File: src/rtl/lsw_pkg.sv
package lsw_pkg;

   // relation codes of a comparator
   typedef enum logic [2:0] {
      REL_EQ  = 3'd0,
      REL_NE  = 3'd1,
      REL_GT  = 3'd2,
      REL_LT  = 3'd3,
      REL_GE  = 3'd4,
      REL_LE  = 3'd5,
      REL_ANY = 3'd6
   } rel_e;

   // lane setup of one data comparator (7 bits, size in the low bits)
   typedef struct packed {
      logic [3:0] lane_off;
      logic       is_signed;
      logic [1:0] size;
   } lane_cfg_t;

   // control of one watchpoint (7 bits, enable in bit 0)
   typedef struct packed {
      logic every;
      logic join_or;
      logic dat_en;
      logic adr_en;
      logic dat_sel;
      logic adr_sel;
      logic enable;
   } wp_cfg_t;

   localparam int LANE_CFG_W = $bits(lane_cfg_t);
   localparam int WP_CFG_W   = $bits(wp_cfg_t);

endpackage

File: src/rtl/lsw_lane_prep.sv
module lsw_lane_prep
   import lsw_pkg::*;
#(
   parameter int W = 32
) (
   input  logic [W-1:0] val,
   input  lane_cfg_t    cfg,
   output logic [W:0]   ext
);
   localparam int NB = W / 8;

   logic [NB-1:0] in_size;
   logic [W-1:0]  kept;
   logic [W-1:0]  fill;
   logic          sign;

   always_comb begin
      for (int i = 0; i < NB; i++) begin
         case (cfg.size)
            2'd0:    in_size[i] = (i < 1);
            2'd1:    in_size[i] = (i < 2);
            default: in_size[i] = 1'b1;
         endcase
         kept[i*8 +: 8] = (in_size[i] && !cfg.lane_off[i]) ? val[i*8 +: 8] : 8'h00;
      end
      case (cfg.size)
         2'd0:    sign = kept[7];
         2'd1:    sign = kept[15];
         default: sign = kept[W-1];
      endcase
      sign = sign & cfg.is_signed;
      for (int i = 0; i < NB; i++)
         fill[i*8 +: 8] = (!in_size[i] && sign) ? 8'hFF : 8'h00;
      ext = {sign, kept | fill};
   end
endmodule

File: src/rtl/lsw_cmp.sv
module lsw_cmp
   import lsw_pkg::*;
#(
   parameter int W = 32
) (
   input  logic [W:0] a,
   input  logic [W:0] b,
   input  logic [2:0] rel,
   output logic       match
);
   logic eq, lt;

   always_comb begin
      eq = (a == b);
      lt = ($signed(a) < $signed(b));
      case (rel)
         REL_EQ:  match = eq;
         REL_NE:  match = !eq;
         REL_GT:  match = !lt && !eq;
         REL_LT:  match = lt;
         REL_GE:  match = !lt;
         REL_LE:  match = lt || eq;
         default: match = 1'b1;
      endcase
   end
endmodule

File: src/rtl/lsw_wp_join.sv
module lsw_wp_join
   import lsw_pkg::*;
#(
   parameter int N_A = 2,
   parameter int N_D = 2
) (
   input  logic [N_A-1:0] a_hit,
   input  logic [N_D-1:0] d_hit,
   input  wp_cfg_t        cfg,
   output logic           hit
);
   logic ah, dh, any_src, joined;

   always_comb begin
      ah      = a_hit[cfg.adr_sel];
      dh      = d_hit[cfg.dat_sel];
      any_src = cfg.adr_en | cfg.dat_en;
      if (cfg.join_or)
         joined = (cfg.adr_en & ah) | (cfg.dat_en & dh);
      else
         joined = (!cfg.adr_en | ah) & (!cfg.dat_en | dh);
      hit = cfg.enable & any_src & joined;
   end
endmodule

File: src/rtl/lsw_countdown.sv
module lsw_countdown #(
   parameter int CNT_W = 16
) (
   input  logic             clk,
   input  logic             rst_n,
   input  logic             load,
   input  logic [CNT_W-1:0] load_val,
   input  logic             hit,
   output logic             fire,
   output logic [CNT_W-1:0] count
);
   logic armed;

   always_ff @(posedge clk) begin
      if (!rst_n) begin
         count <= '0;
         armed <= 1'b0;
      end else if (load) begin
         count <= load_val;
         armed <= (load_val != '0);
      end else if (armed && hit) begin
         count <= count - 1'b1;
         if (count == CNT_W'(1)) armed <= 1'b0;
      end
   end

   assign fire = armed && hit && !load && (count == CNT_W'(1));
endmodule

File: src/rtl/lsw_match_unit.sv
module lsw_match_unit
   import lsw_pkg::*;
#(
   parameter int ADDR_W = 32,
   parameter int DATA_W = 32,
   parameter int CNT_W  = 16,
   parameter int CFG_W  = 32
) (
   input  logic              clk,
   input  logic              rst_n,
   input  logic              cfg_we,
   input  logic [2:0]        cfg_addr,
   input  logic [CFG_W-1:0]  cfg_wdata,
   input  logic              ls_valid,
   input  logic [ADDR_W-1:0] ls_addr,
   input  logic [DATA_W-1:0] ls_data,
   output logic [1:0]        wp_event,
   output logic              trap_mask,
   output logic              trap_nmi
);
   localparam int N_A   = 2;
   localparam int N_D   = 2;
   localparam int N_WP  = 2;
   localparam int N_CMP = N_A + N_D;
   localparam int REL_W = 3;
   localparam int LANE_BASE = N_CMP * REL_W;
   localparam logic [2:0] IDX_AREF = 3'd0;
   localparam logic [2:0] IDX_DREF = 3'd2;
   localparam logic [2:0] IDX_CMP  = 3'd4;
   localparam logic [2:0] IDX_WP   = 3'd5;
   localparam logic [2:0] IDX_CNT  = 3'd6;
   localparam int BIT_NMI = 16;
   localparam int BIT_SEL = 17;

   initial begin : param_chk
      assert (DATA_W == 32) else $error("DATA_W must be 32 for four byte lanes");
      assert (ADDR_W <= CFG_W && DATA_W <= CFG_W) else $error("reference wider than CFG_W");
      assert (CNT_W <= CFG_W && CFG_W > BIT_SEL) else $error("CFG_W too narrow");
      assert (LANE_BASE + N_D * LANE_CFG_W <= CFG_W) else $error("lane fields exceed CFG_W");
   end

   logic [ADDR_W-1:0] aref_q  [N_A];
   logic [DATA_W-1:0] dref_q  [N_D];
   logic [REL_W-1:0]  rel_q   [N_CMP];
   lane_cfg_t         lane_q  [N_D];
   wp_cfg_t           wp_q    [N_WP];
   logic              nonmask_q;
   logic              cnt_sel_q;

   // ---------------- register file ----------------
   always_ff @(posedge clk) begin
      if (!rst_n) begin
         for (int i = 0; i < N_A; i++) aref_q[i] <= '0;
         for (int i = 0; i < N_D; i++) begin
            dref_q[i] <= '0;
            lane_q[i] <= '0;
         end
         for (int i = 0; i < N_CMP; i++) rel_q[i] <= '0;
         for (int i = 0; i < N_WP; i++)  wp_q[i]  <= '0;
         nonmask_q <= 1'b0;
         cnt_sel_q <= 1'b0;
      end else if (cfg_we) begin
         for (int i = 0; i < N_A; i++)
            if (cfg_addr == IDX_AREF + 3'(i)) aref_q[i] <= cfg_wdata[ADDR_W-1:0];
         for (int i = 0; i < N_D; i++)
            if (cfg_addr == IDX_DREF + 3'(i)) dref_q[i] <= cfg_wdata[DATA_W-1:0];
         if (cfg_addr == IDX_CMP) begin
            for (int i = 0; i < N_CMP; i++) rel_q[i] <= cfg_wdata[i*REL_W +: REL_W];
            for (int i = 0; i < N_D; i++)
               lane_q[i] <= lane_cfg_t'(cfg_wdata[LANE_BASE + i*LANE_CFG_W +: LANE_CFG_W]);
         end
         if (cfg_addr == IDX_WP) begin
            for (int i = 0; i < N_WP; i++) wp_q[i] <= wp_cfg_t'(cfg_wdata[i*8 +: WP_CFG_W]);
            nonmask_q <= cfg_wdata[BIT_NMI];
            cnt_sel_q <= cfg_wdata[BIT_SEL];
         end
      end
   end

   // ---------------- comparators ----------------
   logic [N_A-1:0] a_hit;
   logic [N_D-1:0] d_hit;

   for (genvar g = 0; g < N_CMP; g++) begin : g_cmp
      if (g < N_A) begin : g_adr
         lsw_cmp #(.W(ADDR_W)) u_cmp (
            .a     ({1'b0, ls_addr}),
            .b     ({1'b0, aref_q[g]}),
            .rel   (rel_q[g]),
            .match (a_hit[g])
         );
      end else begin : g_dat
         localparam int J = g - N_A;
         logic [DATA_W:0] bus_x, ref_x;
         lsw_lane_prep #(.W(DATA_W)) u_bus (.val(ls_data),   .cfg(lane_q[J]), .ext(bus_x));
         lsw_lane_prep #(.W(DATA_W)) u_ref (.val(dref_q[J]), .cfg(lane_q[J]), .ext(ref_x));
         lsw_cmp #(.W(DATA_W)) u_cmp (
            .a     (bus_x),
            .b     (ref_x),
            .rel   (rel_q[g]),
            .match (d_hit[J])
         );
      end
   end

   // ---------------- watchpoints ----------------
   logic [N_WP-1:0] wp_raw, wp_hit, wp_every, wp_en_vec, wp_src_vec;

   for (genvar w = 0; w < N_WP; w++) begin : g_wp
      lsw_wp_join #(.N_A(N_A), .N_D(N_D)) u_join (
         .a_hit (a_hit),
         .d_hit (d_hit),
         .cfg   (wp_q[w]),
         .hit   (wp_raw[w])
      );
      assign wp_hit[w]     = wp_raw[w] & ls_valid;
      assign wp_every[w]   = wp_q[w].every;
      assign wp_en_vec[w]  = wp_q[w].enable;
      assign wp_src_vec[w] = wp_q[w].adr_en | wp_q[w].dat_en;
   end

   // ---------------- countdown and traps ----------------
   logic             cnt_load, cnt_fire;
   logic [CNT_W-1:0] cnt_count;
   logic             trap_raw;

   assign cnt_load = cfg_we && (cfg_addr == IDX_CNT);

   lsw_countdown #(.CNT_W(CNT_W)) u_count (
      .clk      (clk),
      .rst_n    (rst_n),
      .load     (cnt_load),
      .load_val (cfg_wdata[CNT_W-1:0]),
      .hit      (wp_hit[cnt_sel_q]),
      .fire     (cnt_fire),
      .count    (cnt_count)
   );

   assign trap_raw = (|(wp_hit & wp_every)) | cnt_fire;

   always_ff @(posedge clk) begin
      if (!rst_n) begin
         wp_event  <= '0;
         trap_mask <= 1'b0;
         trap_nmi  <= 1'b0;
      end else begin
         wp_event  <= wp_hit;
         trap_mask <= trap_raw & !nonmask_q;
         trap_nmi  <= trap_raw & nonmask_q;
      end
   end
endmodule

File: config.mk
export PLATFORM = sky130hd
export DESIGN_NAME = lsw_match_unit
export DESIGN_NICKNAME = d
export VERILOG_FILES = /design/src/rtl/lsw_pkg.sv /design/src/rtl/lsw_lane_prep.sv /design/src/rtl/lsw_cmp.sv /design/src/rtl/lsw_wp_join.sv /design/src/rtl/lsw_countdown.sv /design/src/rtl/lsw_match_unit.sv
export SDC_FILE = /design/constraint.sdc
export NUM_CORES = 1
export LEC_CHECK = 0
export BUFFER_PORTS_ARGS = -buffer_cell sky130_fd_sc_hd__clkbuf_2
export CAP_MARGIN = 15
export CORE_MARGIN = 2
export CORE_UTILIZATION = 30
export CTS_CLUSTER_SIZE = 10
export DETAILED_ROUTE_END_ITERATION = 6
export GPL_ROUTABILITY_DRIVEN = 0
export GPL_TIMING_DRIVEN = 0
export PLACE_DENSITY = 0.46
export REMOVE_ABC_BUFFERS = 1
export SKIP_LAST_GASP = 1
export SLEW_MARGIN = 25
export SYNTH_ARGS = -nofsm -noshare
export SYNTH_HDL_FRONTEND = slang
export SYNTH_HIERARCHICAL = 1
export SYNTH_SLANG_ARGS = --single-unit
export TNS_END_PERCENT = 30
File: constraint.sdc
create_clock -name clk -period 5.5 [get_ports clk]
set_input_delay 0.275 -clock clk [delete_from_list [all_inputs] [get_ports clk]]
set_output_delay 0.275 -clock clk [all_outputs]
set_load 0.02 [all_outputs]
; ---- Yosys cells after proc, flatten, opt, wreduce, memory -nomap -nowiden
; Memories as Yosys holds them, arrays and structs flattened.
; Index checks and enable logic that the tools add are counted.
[classes]
bitwise = 44
eq_ne = 33
n_reduce_logical = 61
add_sub_neg = 1
order_cmp = 9
muxes = 90
[ops]
columns = operator, n
row1 = 8-bit 2-to-1 mux, 24
row2 = 32-bit 2-to-1 mux, 4
row3 = 32-bit bitwise OR, 4
row4 = 33-bit == test, 2
row5 = 33-bit < comparator, 2
row6 = 32-bit == test, 2
row7 = 32-bit < comparator, 2
row8 = 1-bit 2-to-1 mux, 44
row9 = 3-bit == test (second input constant), 11
row10 = 16-bit 2-to-1 mux, 2
row11 = 3-bit by 2-bit == test with 1-bit output (second input constant), 10
row12 = 7-bit 2-to-1 mux, 4
row13 = 1-bit one-hot mux with 6 select lines, 4
row14 = 1-bit logical AND, 22
row15 = 1-bit bitwise OR, 21
row16 = 1-bit logical NOT, 20
row17 = 1-bit AND, 18
row18 = 16-bit by 1-bit == test with 1-bit output (second input constant), 1
row19 = 16-bit nonzero test, 1
row20 = 16-bit by 1-bit subtractor with 16-bit output (second input constant), 1
row21 = 3-bit by 1-bit == test with 1-bit output (second input constant), 5
row22 = 3-bit logical NOT, 5
row23 = 3-bit 2-to-1 mux, 4
row24 = 1-bit by 2-bit < comparator with 1-bit output (second input constant), 5
row25 = other kinds (8), 20
[word_totals]
input_bits = 103
register_bits = 23
ramBits = 168
mem_count = 5
word_cells = 250
out_inout_bits = 4
[mem_list]
columns = memory, depth, width, rd, rd_ports_with_merged_regs, wr, line_no
row1 = aref_q, 2, 32, 2, 0, 2, lsw_match_unit.sv:42  ; logic [ADDR_W-1:0] aref_q [N_A];
row2 = dref_q, 2, 32, 2, 0, 2, lsw_match_unit.sv:43  ; logic [DATA_W-1:0] dref_q [N_D];
row3 = lane_q, 2, 7, 2, 0, 2, lsw_match_unit.sv:45  ; lane_cfg_t lane_q [N_D];
row4 = wp_q, 2, 7, 2, 0, 2, lsw_match_unit.sv:46  ; wp_cfg_t wp_q [N_WP];
row5 = rel_q, 4, 3, 4, 0, 4, lsw_match_unit.sv:44  ; logic [REL_W-1:0] rel_q [N_CMP];

; ---- Longest topological paths before layout
; Gate-level depths: netlist of run 1.
; An unclocked memory read counts as a cell.
[depth]
word_depth = 29
mapped_depth = 27
ltp_nobuf = 24

; ---- Hierarchy
; The synthesis of run 1 kept the hierarchy.
[modules_own_cells]
columns = module, seq_area_each_um2, area_each_um2, instances, cells_per_inst
row1 = lsw_match_unit, 5165.0, 6316.1, 1, 355
row2 = lsw_cmp, 0.0, 942.2, 4, 131
row3 = lsw_lane_prep, 0.0, 407.9, 4, 71
row4 = lsw_countdown, 340.3, 984.7, 1, 123
row5 = lsw_wp_join, 0.0, 63.8, 2, 7

; ---- Least setup slack after synthesis of run 1
; OpenSTA, ideal clock, no wires.
[synth_path]
kind = register to register
start = memory lane_q[0][1] (netlist bit)
end = register u_count.count[15]
t_arrival_ns = 5.028
setup_time_ns = 0.074
path_buffers = 3
path_slack_ns = 0.398
required_time_ns = 5.426
period_less_slack_ns = 5.102
path_stages_with_launch = 24
path_cell_list = edfxtp_1 -> o31ai_4 -> buf_8 -> a21oi_1 -> buf_4 -> ha_1 -> nand4_1 -> nor4_2 -> inv_1 -> nor3_2 -> nand4_1 -> and4b_1 -> a211oi_1 -> and3_1 -> mux2_2 -> a32oi_1 -> nor2_1 -> mux2i_1 -> nor2b_1 -> nand4bb_1 -> clkbuf_1 -> or4_1 -> or3_1 -> a31oi_1
[synth_rtl]
columns = element, line_no
row1 = start: declaration, lsw_match_unit.sv:45
row2 = end signal: assignment, lsw_countdown.sv:19  ; count <= load_val;
row3 = end signal: assignment, lsw_countdown.sv:22  ; count <= count - 1'b1;
row4 = end: declaration, lsw_countdown.sv:10  ; output logic [CNT_W-1:0] count

==> results of run 1 <==
cells by family after synthesis:
logic type                 Yosys count  synth area share
adders and majority gates          134             0.131
buffers and inverters              216            0.0750
DFF                                191             0.429
other                                1          0.000292
AOI/OAI and AO/OA                  229             0.121
and+or+nand+nor                    497             0.217
xor gates and xnor gates            17            0.0139
muxes                               15            0.0127
registers in the layout, indices dropped and copies added, names as in the netlist:
signal         flops
nonmask_q          1
dref_q            64
wp_event           2
cnt_sel_q          1
lane_q            14
rel_q             12
aref_q            64
u_count/count     16
u_count/armed      1
trap_nmi           1
wp_q              14
trap_mask          1
worst paths after layout:
path,slack [ns],endpoint,startpoint
worst max register to register,0.09,u_count/count[15],lane_q[0][3]
worst max-delay path,0.09,u_count/count[15],lane_q[0][3]
worst min register to register,0.48,cnt_sel_q,cnt_sel_q
worst min-delay path,0.14,wp_event[0],ls_valid
stage by stage:
step                      total power, W  instances
final                            0.00384       2003
after global routing             0.00405       2003
after CTS                        0.00382       1973
after detailed placement         0.00254       1909
after global placement           0.00251       1902
after floorplan                  0.00226       1257
where the power goes:
| group | switching, W | internal, W |
|---|---|---|
| Clock | 0.000589 | 0.000632 |
| Combinational | 0.000517 | 0.000385 |
| Sequential | 0.0000487 | 0.00167 |
| Total | 0.00115 | 0.00269 |
layout make-up:
type                       count  area share
tap                          539      0.0437
timing repair buffer         175      0.0834
clock buffer                  18      0.0278
clock inverter                14     0.00900
sequential                   191       0.357
multi-input combinational    896       0.438
inverter                     170      0.0414
metal layers:
layer,GRT usage,wire length [um],vias to the layer above
met1,0.209,16700,4694
met3,0.0254,922,28
li1,-,-,4876
met2,0.270,16700,137
met4,0.0364,481,0
met5,0,0,-
cell usage in the layout (no fill, tap or decap), types with 11 or more instances in the layout:
cell / n
nor3_1: 28
ha_1: 132
inv_1: 168
o21ai_0: 56
and2_1: 65
and2b_1: 28
nor2_1: 33
nand3_1: 15
nor4_1: 11
dfxtp_1: 23
clkbuf_2: 106
nor3_2: 22
nand2_1: 170
a21oi_1: 60
nand4_1: 34
buf_4: 50
edfxtp_1: 168
nor3b_1: 12
clkbuf_16: 17
o21ai_2: 36
mux2i_1: 11
worst max-delay path: cells and delay by family (launching register included):
kind                     cells  cell delay, ns
adder cells (fa/ha/maj)      1            0.21
flip-flops                   1            0.50
multiplexers                 2            0.27
AND/OR/NAND/NOR             10            2.69
buffers and inverters        4            0.60
XOR/XNOR                     1            0.23
AO/OA/AOI/OAI                6            0.82
repair_timing:
action,in CTS,in global routing
setup endpoints to repair,19,15
pin swaps,13,41
resized for setup,23,48
buffers inserted,32,31
==> impl_metrics.csv, run 1 <==
group,metric,value,unit
status,status,"finished clean",
floorplan,io-pin-count,107,
yosys,seq_area_frac_synth,0.429,
yosys,postSynth.asyncResetShare,0,
yosys,syn_area,12800,um^2
grt,antenna_found_initial,0,
placement,dp_hpwl,25800,um
yosys,synth_flop_cell,"edfxtp_1",
timing,maxSlewViolCount,0,
detailed_routing,vias,9735,
clocking,cts_root_buf,"clkbuf_16",
timing,tightest_slew,0.912,ns
floorplan,dieHeight,211,um
yosys,post-synth-top-count-cell,"nand2_1",
yosys,synth.area.top_cells,"edfxtp_1, ha_1, nand2_1, inv_1, dfxtp_1",
clocking,clock_latency,0.44,ns
clocking,clock-sinks,191,
yosys,ys_ff_latch,191,
detailed_routing,drtAntennaViolNets,0,
clocking,cts_buffer_depth,2,
finish,stdcell_area,15400,um^2
detailed_routing,wl,34800,um
detailed_routing,drt_iter0_drc,538,
grt,grtUsageTotal,0.158,
timing,clock_skew,0.0141,ns
grt,grt_pass1_wl,53200,um
yosys,synth_edf_count,168,
timing,fin_hold_ws,0.140,ns
floorplan,placementRows,75,
timing,setup-tns-final,0,ns
detailed_routing,avgViaCountPerCell,4.86,
setup_path,required,5.87,ns
timing,fin_ws,0.0910,ns
floorplan,start_util,0.305,
detailed_routing,route.detailed.drc,0,
pwr,peakVddDrop,0.214,mV
placement,place_area,14000,um^2
detailed_routing,first_pass_iters,4,
timing,setup_viol,0,
pwr,power.density,249,nW/um^2
yosys,ys_warn_count,6,
setup_path,rr_worst_depth,24,
setup_path,cp_slowest_stage_delay,0.54,ns
clocking,cts_inserted_buffers,17,
clocking,cts_htree_levels,4,
floorplan,core-area,42000,um^2
yosys,yosysTopAreaCellShare,0.393,
timing,fmax,185,MHz
finish,fillers,4338,
clocking,cts-hold-fix-buffers,0,
setup_path,crit_path_top_delay_cell,"or4_4",
yosys,ys_types,69,
pwr,p_leak,6.47,nW
finish,fin_nets,1688,
setup_path,end_kind,"flop",
setup_path,worstSetupPathType,"flop to flop",
setup_path,cp_max_fo,7,
yosys,synth_top_cell_by_area,"edfxtp_1",
yosys,syn_inst,1300,
setup_path,start_kind,"flop",
detailed_routing,routedWlPerCell,17.4,um
timing,rsz0062_at_grt,"true",
floorplan,die_w,211,um
run,timing.max_cap.violations,0,
yosys,syn_avg_cell_area,9.87,um^2
finish,area_growth,20.3,%
hold_path,hold_class,"primary input to flop",
placement,io_buffer_count,106,
finish,multi_input_area,6760,um^2
clocking,clk_pin_slew,0.07,ns
finish,fin_util,0.367,
grt,grt_max_degree,41,
grt,grt_overflow,0,
timing,fin_crit,5.41,ns
setup_path,crit_chain,"buf_6 > nor2b_4 > o31ai_4 > buf_12 > a21oi_1 > ha_4 > nand4_1 > nor4_2 > inv_1 > nor3_4 > a21oi_4 > xor2_4 > buf_4 > a211oi_2 > and3_1 > mux2_4 > a32oi_2 > nor2_2 > mux2i_1 > nor2b_2 > nand4bb_4 > or4_4 > or3_1 > a31oi_1",
timing,finalCritPeriodShare,0.983,
timing,hold_viol,0,
timing,slew_headroom,0.392,
finish,num_antenna_cells,0,
hold_path,hold-path-cell-count,2,
finish,regArea,5510,um^2
clocking,cts_tree,"built",
placement,pre_cts_ws,-1.22,ns
setup_path,worst_ep_arrival_time,5.78,ns
finish,drive_gt1_frac,0.238,
yosys,synth_common_cells,"nand2_1, inv_1, edfxtp_1",
floorplan,dieArea,44400,um^2
grt,grt_pass1_vias,9775,
Note: power is estimated with default switching activity, not from simulation.
==> inputs of run 2 (changes only) <==
--- a/config.mk
+++ b/config.mk
@@ -7,6 +7,7 @@
 export LEC_CHECK = 0
 export BUFFER_PORTS_ARGS = -buffer_cell sky130_fd_sc_hd__clkbuf_2
 export CAP_MARGIN = 15
+export CORE_ASPECT_RATIO = 1.1
 export CORE_MARGIN = 2
 export CORE_UTILIZATION = 30
 export CTS_CLUSTER_SIZE = 10
@@ -16,7 +17,6 @@
 export PLACE_DENSITY = 0.46
 export REMOVE_ABC_BUFFERS = 1
 export SKIP_LAST_GASP = 1
-export SLEW_MARGIN = 25
 export SYNTH_ARGS = -nofsm -noshare
 export SYNTH_HDL_FRONTEND = slang
 export SYNTH_HIERARCHICAL = 1
==> constraint.sdc (replaced) <==
create_clock -name clk -period 6.5 [get_ports clk]
set_input_delay 0.325 -clock clk [delete_from_list [all_inputs] [get_ports clk]]
set_output_delay 0.325 -clock clk [all_outputs]
set_load 0.02 [all_outputs]
==> run 2 against run 1 <==
  * Utilization is 1.6 points lower
  * Sequential share of layout area is 1.5 points higher
  * Sequential power is 15% lower
  * First-iteration DRC count is 9.9% lower
  * Via count is 2.1% lower
  * Critical endpoint unchanged
  * Highest routed layer unchanged
==> impl_metrics.csv, run 2 (synthesis gave the netlist of run 1 again) <==
group,metric,value,unit
pwr,power.density,216,nW/um^2
setup_path,r2r_start,"lane_q[0][8]",
timing,hold_viol,0,
setup_path,path_delay_family,"simple AND/OR/NAND/NOR gates",
setup_path,end_kind,"flop",
hold_path,hold_start,"ls_valid",
placement,dp_hpwl,26200,um
clocking,cts-hold-fix-buffers,0,
setup_path,critPathMostFrequentCell,"buf_4",
setup_path,cp_max_fo,8,
detailed_routing,routedWlPerCell,17.3,um
setup_path,reg2reg_slack,0.42,ns
pwr,power_frac_seq,0.456,
detailed_routing,avgViaCountPerCell,4.78,
pwr,switching_share,0.303,
grt,grt_pass1_vias,9704,
detailed_routing,wl,34500,um
setup_path,crit_buf_inv,4,
floorplan,start_util,0.304,
timing,fmax,165,MHz
timing,setup_viol,0,
finish,layout_common_cells,"nand2_1, inv_1, edfxtp_1",
clocking,cts_root_buf,"clkbuf_16",
pwr,p_int,0.00223,W
placement,place_area,13900,um^2
setup_path,crit_path_top_delay_cell,"or4_1",
hold_path,hold_class,"primary input to flop",
grt,grt_max_degree,38,
setup_path,critPathCapture,"u_count/count[15]",
finish,area_growth,15.4,%
clocking,clock_latency,0.45,ns
setup_path,crit_cells,23,
finish,finalNonFillerCells,1994,
timing,fin_crit,6.08,ns
setup_path,worst_ep_arrival_time,6.45,ns
floorplan,dieArea,44400,um^2
setup_path,startpoint,"lane_q[0][8]",
placement,io_buffer_count,106,
finish,fin_nets,1650,
detailed_routing,drt_iter0_drc,485,
placement,pre_cts_ws,-0.786,ns
timing,slew_headroom,0.377,
clocking,clk_pin_slew,0.08,ns
detailed_routing,first_pass_iters,5,
detailed_routing,drtAntennaViolNets,0,
clocking,cts_buffer_depth,2,
floorplan,core-area,42200,um^2
grt,grt_pass1_wl,54200,um
floorplan,placementRows,79,
pwr,power.combinational.fraction,0.213,
timing,rsz0062_at_grt,"false",
timing,fin_ws,0.421,ns
status,status,"finished clean",
grt,antenna_found_initial,0,
timing,tightest_slew,0.930,ns
setup_path,required,6.87,ns
floorplan,dieHeight,221,um
floorplan,die_w,201,um
detailed_routing,vias,9526,
setup_path,start_kind,"flop",
setup_path,rr_worst_depth,23,
timing,maxSlewViolCount,0,
clocking,cts_tree,"built",
pwr,p_sw,0.000968,W
setup_path,reg2reg_to,"u_count/count[15]",
detailed_routing,route.detailed.drc,0,
finish,final_common_cell,"nand2_1",
run,timing.max_cap.violations,0,
floorplan,io-pin-count,107,
pwr,power_frac_clock,0.331,
clocking,clock-sinks,191,
finish,top_regs,"aref_q x64, dref_q x64, u_count/count x16",
finish,stdcell_area,14800,um^2
timing,fin_hold_ws,0.208,ns
setup_path,cp_slowest_stage_delay,0.54,ns
clocking,cts_inserted_buffers,17,
placement,dp.cells,1935,
setup_path,worstSetupPathType,"flop to flop",
clocking,cts_htree_levels,4,
timing,clock_skew,0.0132,ns
timing,finalCritPeriodShare,0.935,
pwr,peakVddDrop,0.186,mV
finish,fillers,4403,
setup_path,crit_chain,"buf_4 > o31ai_4 > buf_4 > buf_4 > o21ai_2 > ha_1 > nand4_1 > nor4_2 > inv_1 > nor3_4 > nand4_1 > and4b_1 > a211oi_1 > and3_1 > mux2_2 > a32oi_1 > nor2_1 > mux2i_1 > nor2b_4 > nand4bb_2 > or4_1 > or3_1 > a31oi_1",
pwr,p_leak,6.21,nW
finish,drive_gt1_frac,0.199,
grt,grt_overflow,0,
grt,grtUsageTotal,0.159,
run 2: cell types whose count changed in the layout (fill, tap and decap cells not counted), sizes merged:
cell      change
clkinv        -3
buf          -38
clkinvlp      -2
clkbuf        -1
diode         +1
inv           +6
run 2: power by group through the flow:
stage	clock [W]	sequential (W)	combinational (W)
CTS	0.00109	0.00146	0.000680
finish	0.00106	0.00146	0.000681
global route	0.00114	0.00147	0.000771
global placement	0	0.00150	0.000632
detailed placement	0	0.00149	0.000652
floorplan	0	0.00148	0.000432
run 2: timing repair:
action | CTS | global route
resized for setup | 7 | 9
buffers inserted | 18 | 6
endpoints found under the setup margin | 16 | 12
endpoints found under the hold margin | 0 | 0
pin swaps | 4 | 0
run 2: worst min path at each step:
stage / to / depth (start not counted)
CTS: wp_event[1] / 2
finish: trap_nmi / 3
global route: aref_q[0][26] / 2
global placement: cnt_sel_q / 2
floorplan: u_count/count[2] / 1
detailed placement: cnt_sel_q / 2
run 2: worst reg2reg max path, stage by stage, from the launching register on:
cell	delay (ns)
edfxtp_1	0.49
buf_4	0.21
o31ai_4	0.24
buf_4	0.19
buf_4	0.17
o21ai_2	0.07
ha_1	0.28
nand4_1	0.19
nor4_2	0.39
inv_1	0.12
nor3_4	0.33
nand4_1	0.30
and4b_1	0.31
a211oi_1	0.28
and3_1	0.24
mux2_2	0.17
a32oi_1	0.05
nor2_1	0.28
mux2i_1	0.18
nor2b_4	0.24
nand4bb_2	0.26
or4_1	0.54
or3_1	0.32
a31oi_1	0.16
run 2: layout make-up:
class                           instances  area, um^2  share of cell area
Antenna cell                            1        2.50            0.000169
Sequential cell                       191        5510               0.372
Clock inverter                         15         150              0.0101
Tap cell                              567         709              0.0479
Multi-Input combinational cell        896        6490               0.438
Inverter                              170         638              0.0431
Timing Repair Buffer                  137         888              0.0600
Clock buffer                           17         425              0.0287
run 2: through the flow:
stage | power [W] | setup TNS [ns] | util
after global placement | 0.00213 | -4.89 | 0.326
after floorplan | 0.00191 | 0 | -
after detailed placement | 0.00214 | -6.77 | 0.330
after CTS | 0.00323 | 0 | 0.348
after global routing | 0.00338 | 0 | 0.351
final | 0.00320 | 0 | 0.351
run 2: metal layers:
| layer | vias to the layer above | track usage | part of all wire |
|---|---|---|---|
| li1 | 4790 | - | - |
| met1 | 4539 | 0.200 | 0.45 |
| met2 | 159 | 0.281 | 0.50 |
| met3 | 38 | 0.0247 | 0.032 |
| met4 | 0 | 0.0432 | 0.016 |
| met5 | - | 0 | 0 |
==> inputs of run 3 (changes only) <==
==> constraint.sdc (replaced) <==
create_clock -name clk -period 6.5 [get_ports clk]
set_input_delay 1.3 -clock clk [delete_from_list [all_inputs] [get_ports clk]]
set_output_delay 1.3 -clock clk [all_outputs]
set_load 0.02 [all_outputs]
==> run 3 against run 2 <==
  * Sequential cell count unchanged
  * Largest power group unchanged
  * Highest routed layer unchanged
  * Routed wire length down 0.32%
  * Largest cell class unchanged
  * Global-route usage about the same
==> impl_metrics.csv, run 3 (synthesis gave the netlist of run 1 again) <==
group,metric,value,unit
timing,fin_crit,6.15,ns
detailed_routing,drtAntennaViolNets,0,
setup_path,worst_ep_arrival_time,6.52,ns
detailed_routing,first_pass_iters,5,
grt,grt_pass1_wl,54200,um
setup_path,worstSetupPathType,"primary input to flop",
floorplan,io-pin-count,107,
clocking,clk_pin_slew,0.08,ns
grt,antenna_found_initial,0,
timing,maxSlewViolCount,0,
hold_path,hold-path-cell-count,2,
pwr,p_int,0.00223,W
grt,grtUsageTotal,0.159,
clocking,cts_inserted_buffers,17,
clocking,clock-sinks,191,
finish,drive_gt1_frac,0.195,
timing,fmax,163,MHz
timing,finalCritPeriodShare,0.946,
floorplan,placementRows,79,
timing,tightest_slew,0.930,ns
detailed_routing,vias,9541,
finish,area_growth,15.3,%
pwr,power.combinational.fraction,0.211,
timing,hold_viol,0,
timing,slew_headroom,0.378,
hold_path,hold_class,"flop to flop",
pwr,switching_share,0.304,
floorplan,start_util,0.304,
pwr,power_frac_seq,0.457,
pwr,power_frac_clock,0.332,
grt,grt_overflow,0,
pwr,power.density,216,nW/um^2
clocking,clock_latency,0.45,ns
detailed_routing,wl,34400,um
grt,grt_max_degree,38,
placement,dp.cells,1935,
placement,dp_hpwl,26200,um
pwr,p_sw,0.000971,W
grt,grt_pass1_vias,9709,
pwr,peakVddDrop,0.185,mV
finish,layout_common_cells,"nand2_1, inv_1, edfxtp_1",
clocking,cts_tree,"built",
status,status,"finished clean",
setup_path,start_kind,"primary input",
clocking,cts_buffer_depth,2,
placement,io_buffer_count,106,
finish,fin_util,0.350,
clocking,cts_root_buf,"clkbuf_16",
floorplan,dieArea,44400,um^2
setup_path,rr_worst_depth,21,
finish,final_common_cell,"nand2_1",
finish,finalNonFillerCells,1989,
detailed_routing,drt_iter0_drc,472,
finish,top_regs,"aref_q x64, dref_q x64, u_count/count x16",
timing,setup_viol,0,
detailed_routing,routedWlPerCell,17.3,um
detailed_routing,route.detailed.drc,0,
setup_path,cp_max_fo,8,
timing,fin_hold_ws,0.487,ns
timing,clock_skew,0.0123,ns
clocking,cts_htree_levels,4,
timing,rsz0062_at_grt,"false",
run,timing.max_cap.violations,0,
floorplan,dieHeight,221,um
setup_path,end_kind,"flop",
pwr,p_leak,6.18,nW
floorplan,core-area,42200,um^2
detailed_routing,avgViaCountPerCell,4.80,
floorplan,die_w,201,um
setup_path,required,6.87,ns
finish,fin_nets,1645,
## run 3: changes by cell type in the layout (fill, tap and decap cells not counted), moves of 2 or more
cell,change
a21o_1,+2
a21o_2,-3
buf_4,-5
nor2b_1,+2
nor2b_4,-2
## run 3: power by group through the flow
stage / Sequential, W / Clock (W) / Combinational (W)
after global placement: 0.00150 / 0 / 0.000632
after global routing: 0.00147 / 0.00114 / 0.000765
final: 0.00146 / 0.00106 / 0.000675
after detailed placement: 0.00149 / 0 / 0.000652
after CTS: 0.00146 / 0.00109 / 0.000677
after floorplan: 0.00148 / 0 / 0.000432
## run 3: area by class of cell
cell class	instances	area [um^2]
Antenna cell	1	2.50
Clock buffer	17	425
Clock inverter	15	150
Fill cell	4406	27400
Inverter	170	638
Multi-Input combinational cell	896	6500
Sequential cell	191	5510
Tap cell	567	709
Timing Repair Buffer	132	851
## run 3: worst max-delay path: stages
cell and delay, ns:
clkbuf_2 0.09, nor2b_2 0.19, o31ai_4 0.28, buf_12 0.16, a21oi_1 0.04, ha_1 0.39, nand4_1 0.23, nor4_4 0.37
inv_1 0.11, nor3_4 0.31, nand4_1 0.27, and4b_1 0.28, a211oi_1 0.25, and3_1 0.23, mux2_2 0.16, a32oi_1 0.05
nor2_2 0.23, mux2i_1 0.17, nor2b_4 0.22, nand4bb_4 0.18, or4_1 0.51, or3_1 0.32, a31oi_1 0.16
## run 3: worst paths after layout
| path | start | endpoint | slack (ns) |
|---|---|---|---|
| max | ls_data[7] | u_count/count[15] | 0.35 |
| min | cnt_sel_q | cnt_sel_q | 0.49 |
| max reg2reg | lane_q[0][1] | u_count/count[15] | 0.53 |
| min reg2reg | cnt_sel_q | cnt_sel_q | 0.49 |
## run 3: timing repair
| item | CTS | global route |
|---|---|---|
| hold buffers | 0 | 0 |
| buffers inserted | 17 | 2 |
| setup endpoints to repair | 19 | 11 |
| pin swaps | 5 | 3 |
| resized for setup | 7 | 8 |
## run 3: through the flow
stage	cell area (um^2)	setup WS (ns)	TNS (ns)	total power, W
finish	14800	0.349	0	0.00320
global route	14800	0.00165	0	0.00338
CTS	14700	0.0271	0	0.00323
detailed placement	13900	-1.47	-19.53	0.00214
global placement	13800	-1.31	-46.66	0.00213
floorplan	12500	0.444	0	0.00191
## run 3: routing by layer
| metal | share of wire | global-route usage | vias up |
|---|---|---|---|
| met1 | 0.46 | 0.200 | 4565 |
| met3 | 0.031 | 0.0247 | 38 |
| met5 | 0 | 0 | - |
| met2 | 0.49 | 0.279 | 158 |
| met4 | 0.019 | 0.0471 | 0 |
| li1 | - | - | 4780 |
